===== config.mk =====
export PLATFORM = sky130hd
export DESIGN_NAME = trig_frame_ser
export DESIGN_NICKNAME = d
export VERILOG_FILES = /design/src/rtl/trig_frame_pkg.sv /design/src/rtl/trig_req_latch.sv /design/src/rtl/trig_slot_timer.sv /design/src/rtl/trig_frame_shifter.sv /design/src/rtl/trig_frame_ser.sv
export SDC_FILE = /design/constraint.sdc
export NUM_CORES = 1
export LEC_CHECK = 0
export ABC_CLOCK_PERIOD_IN_PS = 3200
export BUFFER_PORTS_ARGS = -buffer_cell sky130_fd_sc_hd__clkbuf_2
export CORE_MARGIN = 4
export CORE_UTILIZATION = 62
export DETAILED_ROUTE_END_ITERATION = 8
export MAX_ROUTING_LAYER = met4
export PLACE_DENSITY_LB_ADDON = 0.1
export SLEW_MARGIN = 20
export SYNTH_ARGS = -nofsm -noshare
export SYNTH_HDL_FRONTEND = slang
export SYNTH_HIERARCHICAL = 1
export SYNTH_SLANG_ARGS = --single-unit

===== constraint.sdc =====
create_clock -name clk_i -period 3.2 [get_ports clk_i]
set_clock_uncertainty 0.15 [all_clocks]
set_input_delay 0.16 -clock clk_i [delete_from_list [all_inputs] [get_ports clk_i]]
set_output_delay 0.16 -clock clk_i [all_outputs]
set_load 0.02 [all_outputs]

===== src/rtl/trig_frame_pkg.sv =====
package trig_frame_pkg;
  typedef enum logic [1:0] {
    ACT_NONE = 2'b00,
    ACT_TDC  = 2'b01,
    ACT_TRIG = 2'b10,
    ACT_BOTH = 2'b11
  } act_e;

  localparam int unsigned HDR_W = 1;
  localparam int unsigned ACT_W = 2;
endpackage


===== src/rtl/trig_req_latch.sv =====
module trig_req_latch
  import trig_frame_pkg::*;
#(
  parameter int unsigned TYPE_W = 3
) (
  input  logic              clk_i,
  input  logic              rst_ni,
  input  logic              trig_req_i,
  input  logic              tdc_req_i,
  input  logic [TYPE_W-1:0] type_i,
  input  logic              take_i,
  output act_e              act_o,
  output logic [TYPE_W-1:0] type_o
);
  logic              pend_trig_q, pend_tdc_q;
  logic [TYPE_W-1:0] type_q;

  // requests seen on the launch edge belong to the next slot
  always_ff @(posedge clk_i or negedge rst_ni) begin
    if (!rst_ni) begin
      pend_trig_q <= 1'b0;
      pend_tdc_q  <= 1'b0;
      type_q      <= '0;
    end else begin
      pend_trig_q <= (pend_trig_q && !take_i) || trig_req_i;
      pend_tdc_q  <= (pend_tdc_q && !take_i) || tdc_req_i;
      if (trig_req_i)  type_q <= type_i;
      else if (take_i) type_q <= '0;
    end
  end

  assign act_o  = act_e'({pend_trig_q, pend_tdc_q});
  assign type_o = pend_trig_q ? type_q : '0;

  p_hold_trig_r8: assert property (@(posedge clk_i) disable iff (!rst_ni)
    (pend_trig_q && !take_i) |=> pend_trig_q);
  p_hold_tdc_r8: assert property (@(posedge clk_i) disable iff (!rst_ni)
    (pend_tdc_q && !take_i) |=> pend_tdc_q);
  p_type_keep_r4: assert property (@(posedge clk_i) disable iff (!rst_ni)
    (pend_trig_q && !take_i && !trig_req_i) |=> $stable(type_o));
endmodule


===== src/rtl/trig_slot_timer.sv =====
module trig_slot_timer #(
  parameter int unsigned SLOT_CYCLES = 1000
) (
  input  logic clk_i,
  input  logic rst_ni,
  output logic slot_start_o
);
  localparam int unsigned CNT_W = (SLOT_CYCLES > 1) ? $clog2(SLOT_CYCLES) : 1;
  localparam logic [CNT_W-1:0] LAST = CNT_W'(SLOT_CYCLES - 1);

  logic [CNT_W-1:0] cnt_q;

  always_ff @(posedge clk_i or negedge rst_ni) begin
    if (!rst_ni)            cnt_q <= '0;
    else if (cnt_q == LAST) cnt_q <= '0;
    else                    cnt_q <= cnt_q + 1'b1;
  end

  assign slot_start_o = (cnt_q == '0);

  p_slot_wrap_r7: assert property (@(posedge clk_i) disable iff (!rst_ni)
    (cnt_q == LAST) |=> slot_start_o);
  p_slot_range_r7: assert property (@(posedge clk_i) disable iff (!rst_ni)
    cnt_q <= LAST);
endmodule


===== src/rtl/trig_frame_shifter.sv =====
module trig_frame_shifter #(
  parameter int unsigned FRAME_BITS = 38
) (
  input  logic                  clk_i,
  input  logic                  rst_ni,
  input  logic                  load_i,
  input  logic [FRAME_BITS-1:0] frame_i,
  output logic                  busy_o,
  output logic                  serial_o
);
  localparam int unsigned CNT_W = $clog2(FRAME_BITS + 1);

  logic [FRAME_BITS-1:0] sh_q;
  logic [CNT_W-1:0]      left_q;
  logic                  busy_q;
  logic                  line_q;

  always_ff @(posedge clk_i or negedge rst_ni) begin
    if (!rst_ni) begin
      sh_q   <= '0;
      left_q <= '0;
    end else if (load_i) begin
      sh_q   <= frame_i;
      left_q <= CNT_W'(FRAME_BITS);
    end else if (left_q != '0) begin
      sh_q   <= {sh_q[FRAME_BITS-2:0], 1'b0};
      left_q <= left_q - 1'b1;
    end
  end

  assign busy_q = (left_q != '0);

  // launch on the falling edge so receivers sample mid-bit
  always_ff @(negedge clk_i or negedge rst_ni) begin
    if (!rst_ni) line_q <= 1'b0;
    else         line_q <= busy_q & sh_q[FRAME_BITS-1];
  end

  assign busy_o   = busy_q;
  assign serial_o = line_q;

  p_no_overlap_r1: assert property (@(posedge clk_i) disable iff (!rst_ni)
    load_i |-> !busy_q);
  p_header_r2: assert property (@(posedge clk_i) disable iff (!rst_ni)
    $rose(busy_q) |-> serial_o);
  p_idle_low_r2: assert property (@(posedge clk_i) disable iff (!rst_ni)
    (!busy_q && !$past(busy_q)) |-> !serial_o);
  p_busy_len_r1: assert property (@(posedge clk_i) disable iff (!rst_ni)
    load_i |=> busy_q);
endmodule


===== src/rtl/trig_frame_ser.sv =====
module trig_frame_ser
  import trig_frame_pkg::*;
#(
  parameter int unsigned EVT_W       = 32,
  parameter int unsigned TYPE_W      = 3,
  parameter int unsigned SLOT_CYCLES = 1000
) (
  input  logic              clk_i,
  input  logic              rst_ni,
  input  logic              trig_req_i,
  input  logic              tdc_req_i,
  input  logic [TYPE_W-1:0] trig_type_i,
  output logic              serial_o,
  output logic              busy_o
);
  localparam int unsigned FRAME_BITS = HDR_W + ACT_W + TYPE_W + EVT_W;

  initial begin
    a_slot_fits_r8: assert (SLOT_CYCLES > FRAME_BITS);
  end

  act_e              act;
  logic [TYPE_W-1:0] type_w;
  logic              slot_start;
  logic              launch;
  logic              busy;
  logic [EVT_W-1:0]  evt_q;
  logic [FRAME_BITS-1:0] frame;

  trig_req_latch #(.TYPE_W(TYPE_W)) u_req (
    .clk_i      (clk_i),
    .rst_ni     (rst_ni),
    .trig_req_i (trig_req_i),
    .tdc_req_i  (tdc_req_i),
    .type_i     (trig_type_i),
    .take_i     (launch),
    .act_o      (act),
    .type_o     (type_w)
  );

  trig_slot_timer #(.SLOT_CYCLES(SLOT_CYCLES)) u_slot (
    .clk_i        (clk_i),
    .rst_ni       (rst_ni),
    .slot_start_o (slot_start)
  );

  assign launch = slot_start && (act != ACT_NONE) && !busy;
  assign frame  = {1'b1, act, type_w, evt_q};

  always_ff @(posedge clk_i or negedge rst_ni) begin
    if (!rst_ni)                   evt_q <= '0;
    else if (launch && act[1])     evt_q <= evt_q + 1'b1;
  end

  trig_frame_shifter #(.FRAME_BITS(FRAME_BITS)) u_shift (
    .clk_i    (clk_i),
    .rst_ni   (rst_ni),
    .load_i   (launch),
    .frame_i  (frame),
    .busy_o   (busy),
    .serial_o (serial_o)
  );

  assign busy_o = busy;

  p_evt_inc_r5: assert property (@(posedge clk_i) disable iff (!rst_ni)
    (launch && act[1]) |=> (evt_q == $past(evt_q) + 1'b1));
  p_evt_tdc_only_r5: assert property (@(posedge clk_i) disable iff (!rst_ni)
    (launch && act == ACT_TDC) |=> $stable(evt_q));
  p_evt_idle_r5: assert property (@(posedge clk_i) disable iff (!rst_ni)
    !launch |=> $stable(evt_q));
  p_load_on_slot_r7: assert property (@(posedge clk_i) disable iff (!rst_ni)
    $rose(busy) |-> $past(slot_start));
endmodule


==> results.md <==
- Status: finished clean
- Vias in the first global route: 3288
- Ys Warns: 6
- Slew Viols, Final: 0
- Worst skew pair latency: 0.36 ns
- Synth Area per Inst: 10.7 sq um
- Total CTS buffers: 9
- Crit end category: flop
- GR Util All Layers: 23.3%
- Grt ovf: 0
- Unrepaired setup endpoints after global routing: no
- Top cells by area, synth: dfrtp_1 51%, a2bb2oi_1 7.2%, xnor2_1 6.0%
- DP Area: 0.00457 sq mm
- Final net count: 439
- 1st-iter DRT viols: 234
- Fraction of registers with async set/reset: 100%
- H-tree Lvls: 3
- CTS Root Cell: clkbuf_8
- Worst VDD drop: 328 uV
- I/O pins: 9
- Measured slew at the worst slew-check pin: 0.694 ns
- Worst path max stage delay: 0.38 ns
- Seq cells post-synth: 92
- CP Max Fanout: 7
- Routed WL: 9080 um
- # clock sinks: 92
- Critical path, cell by cell: inv_1 > ha_1 > nor2b_4 > nand2_4 > and2_1
- Slew HR: 53.8%
- Critical Path Slowest Stage Cell: dfrtp_1
- Critical Path AT: 1.46 ns
- Synth unique cells: 54
- Leakage: 2.13 nW
- Post-synthesis net count: 432
- First-pass GRT wire length: 15900 um
- Die footprint: 0.00867 sq mm
- Max Cap Violations: 0
- Post-Syn Instances: 420
- Worst-path clk slew: 0.09 ns
- CP required: 1.64 ns
- Critical path class: reg -> reg
- Post-CTS setup buffer count: 0
- Final worst slack: 0.178 ns
- Total number of vias: 3394
- Post-route ant nets: 0
- CTS tree: yes
- Final Wtd Congestion: 0.856
- Share of layout cells above drive strength 1: 12.7%
- Core Util, Final: 71.6%
- WL/cell: 17.2 um
- Pwr Total: 2.85 mW
- DRC violations left: 0
- Setup tns final: 0 ns
- EDFF count, synth: 0
- DPL Wire Length: 5370 um
- Synth area leader: dfrtp_1
- Flop2flop setup slack: 0.18 ns
- Fin Hold WS: 0.147 ns
- # diodes: 0
- Pre-CTS WS: 0.228 ns
- Worst Path Buf+Inv: 1
- Yosys top cell area share: 50.7%
- Max clock buf depth: 2
- Final hold violations: 0
- # setup viols final: 0
- Reg2Reg Capture Point: u_shift/serial_o
- Startpoint Class: flop
- Hold Crit Class: in -> async
- Register area share after synthesis: 51.3%
- Power per Cell Area: 576 mW/mm^2
- Die Y: 93.1 um
- Delay-heaviest family, CP: simple AND/OR/NAND/NOR gates
- Synth Flop Type: dfrtp_1
- P&R area growth vs syn: 10.1%
- TritonRoute pass-1 iters: 5
- # rows: 30
- Initial antenna violation count: 0
- Worst r2r src: u_shift/left_q[0]
- Cell area after synthesis: 0.00449 sq mm
- Pin count of the biggest net entering global routing: 57
- R2R cell count: 5
- Dpl cells: 503
- Final Non-Filler Cells: 528
- Final Cell Area: 0.00494 sq mm
- Chip Width: 93.1 um
- Via density: 6.43
- Buffers on Ports: 8
- Starting density of the core: 65.0%
- Total core area: 0.00691 sq mm
## synthesized netlist by cell type (all sizes together), types with 9 or more instances
| library cell | instances |
|---|---|
| nand2 | 22 |
| dfrtp | 91 |
| buf | 21 |
| clkbuf | 11 |
| a2bb2oi | 37 |
| a31oi | 38 |
| inv | 9 |
| o21ai | 45 |
| nand4 | 14 |
| nand3 | 20 |
| nor2 | 9 |
| xnor2 | 31 |
## final cells by class
| class | count | area (sq um) |
|---|---|---|
| clock inverters | 5 | 106 |
| fillers | 539 | 1960 |
| well taps | 96 | 120 |
| repair buffers | 28 | 234 |
| flip-flops and latches | 92 | 2300 |
| inverters | 9 | 33.8 |
| multi-input cells | 287 | 2000 |
| clock buffers | 11 | 151 |
## flip-flops by register name, summed over array words and instances (netlist names)
signal	flops
evt_q	32
u_req/pend_tdc_q	1
u_req/pend_trig_q	1
u_req/type_q	3
u_shift/left_q	6
u_shift/serial_o	1
u_shift/sh_q	38
u_slot/cnt_q	10
## per-layer routing
layer	GRT usage, %	vias to the layer above	routed length [um]
li1	-	1580	-
met1	32.8	1731	4210
met2	35.2	69	4410
met3	3.70	14	322
met4	7.33	0	133
met5	-	-	0
## layout by cell type (no fill, tap or decap), types with 2 or more instances in the layout
cell / count
a21oi_1: 7
a22o_1: 2
a2bb2oi_1: 37
a31oi_1: 38
and2_1: 4
and3_1: 3
buf_4: 11
bufinv_16: 3
clkbuf_2: 7
clkbuf_8: 11
dfrtp_1: 91
dlygate4sd3_1: 8
ha_1: 5
inv_1: 9
nand2_1: 21
nand2b_1: 2
nand3_1: 19
nand4_1: 13
nand4b_1: 3
nor2_1: 8
nor2b_1: 2
nor3_1: 5
nor4_1: 2
nor4_2: 4
o21ai_0: 38
o21ai_1: 7
o31ai_1: 2
or3_1: 3
or4_1: 2
xnor2_1: 31
xor2_1: 3
## logic make-up (layout without fill, tap and decap cells)
| family | count (synthesis) | in the layout | share of synthesized area, % |
|---|---|---|---|
| AOI/OAI and AO/OA | 139 | 139 | 20.8 |
| and+or+nand+nor | 107 | 107 | 14.5 |
| DFF | 92 | 92 | 51.3 |
| buffers and inverters | 41 | 53 | 5.15 |
| xor gates and xnor gates | 34 | 34 | 6.63 |
| adders and majority gates | 5 | 5 | 1.39 |
| other | 1 | 1 | 0.0835 |
| muxes | 1 | 1 | 0.251 |
## worst max path at each step
stage | slack [ns] | from | cells after the start | end
finish | 0.18 | u_shift/left_q[0] | 5 | u_shift/serial_o
global route | 0.09 | u_shift/left_q[1] | 5 | u_shift/serial_o
CTS | 0.03 | u_slot/cnt_q[0] | 11 | u_req/type_q[2]
detailed placement | 0.23 | u_shift/left_q[0] | 5 | u_shift/serial_o
global placement | 0.25 | u_shift/left_q[0] | 5 | u_shift/serial_o
floorplan | 0.02 | u_shift/left_q[0] | 6 | u_shift/serial_o
## power breakdown
part           switching (mW)  internal (mW)  total, mW
clock network           0.404          0.564      0.968
registers              0.0569           1.20       1.26
logic                   0.460          0.157      0.617
## repair_timing
action / CTS / global route
setup endpoints to repair: 0 / 1
hold endpoints to repair: 40 / 0
gates resized for setup: 0 / 7
hold buffers: 8 / 0
Power figures use the tool's default switching activity.
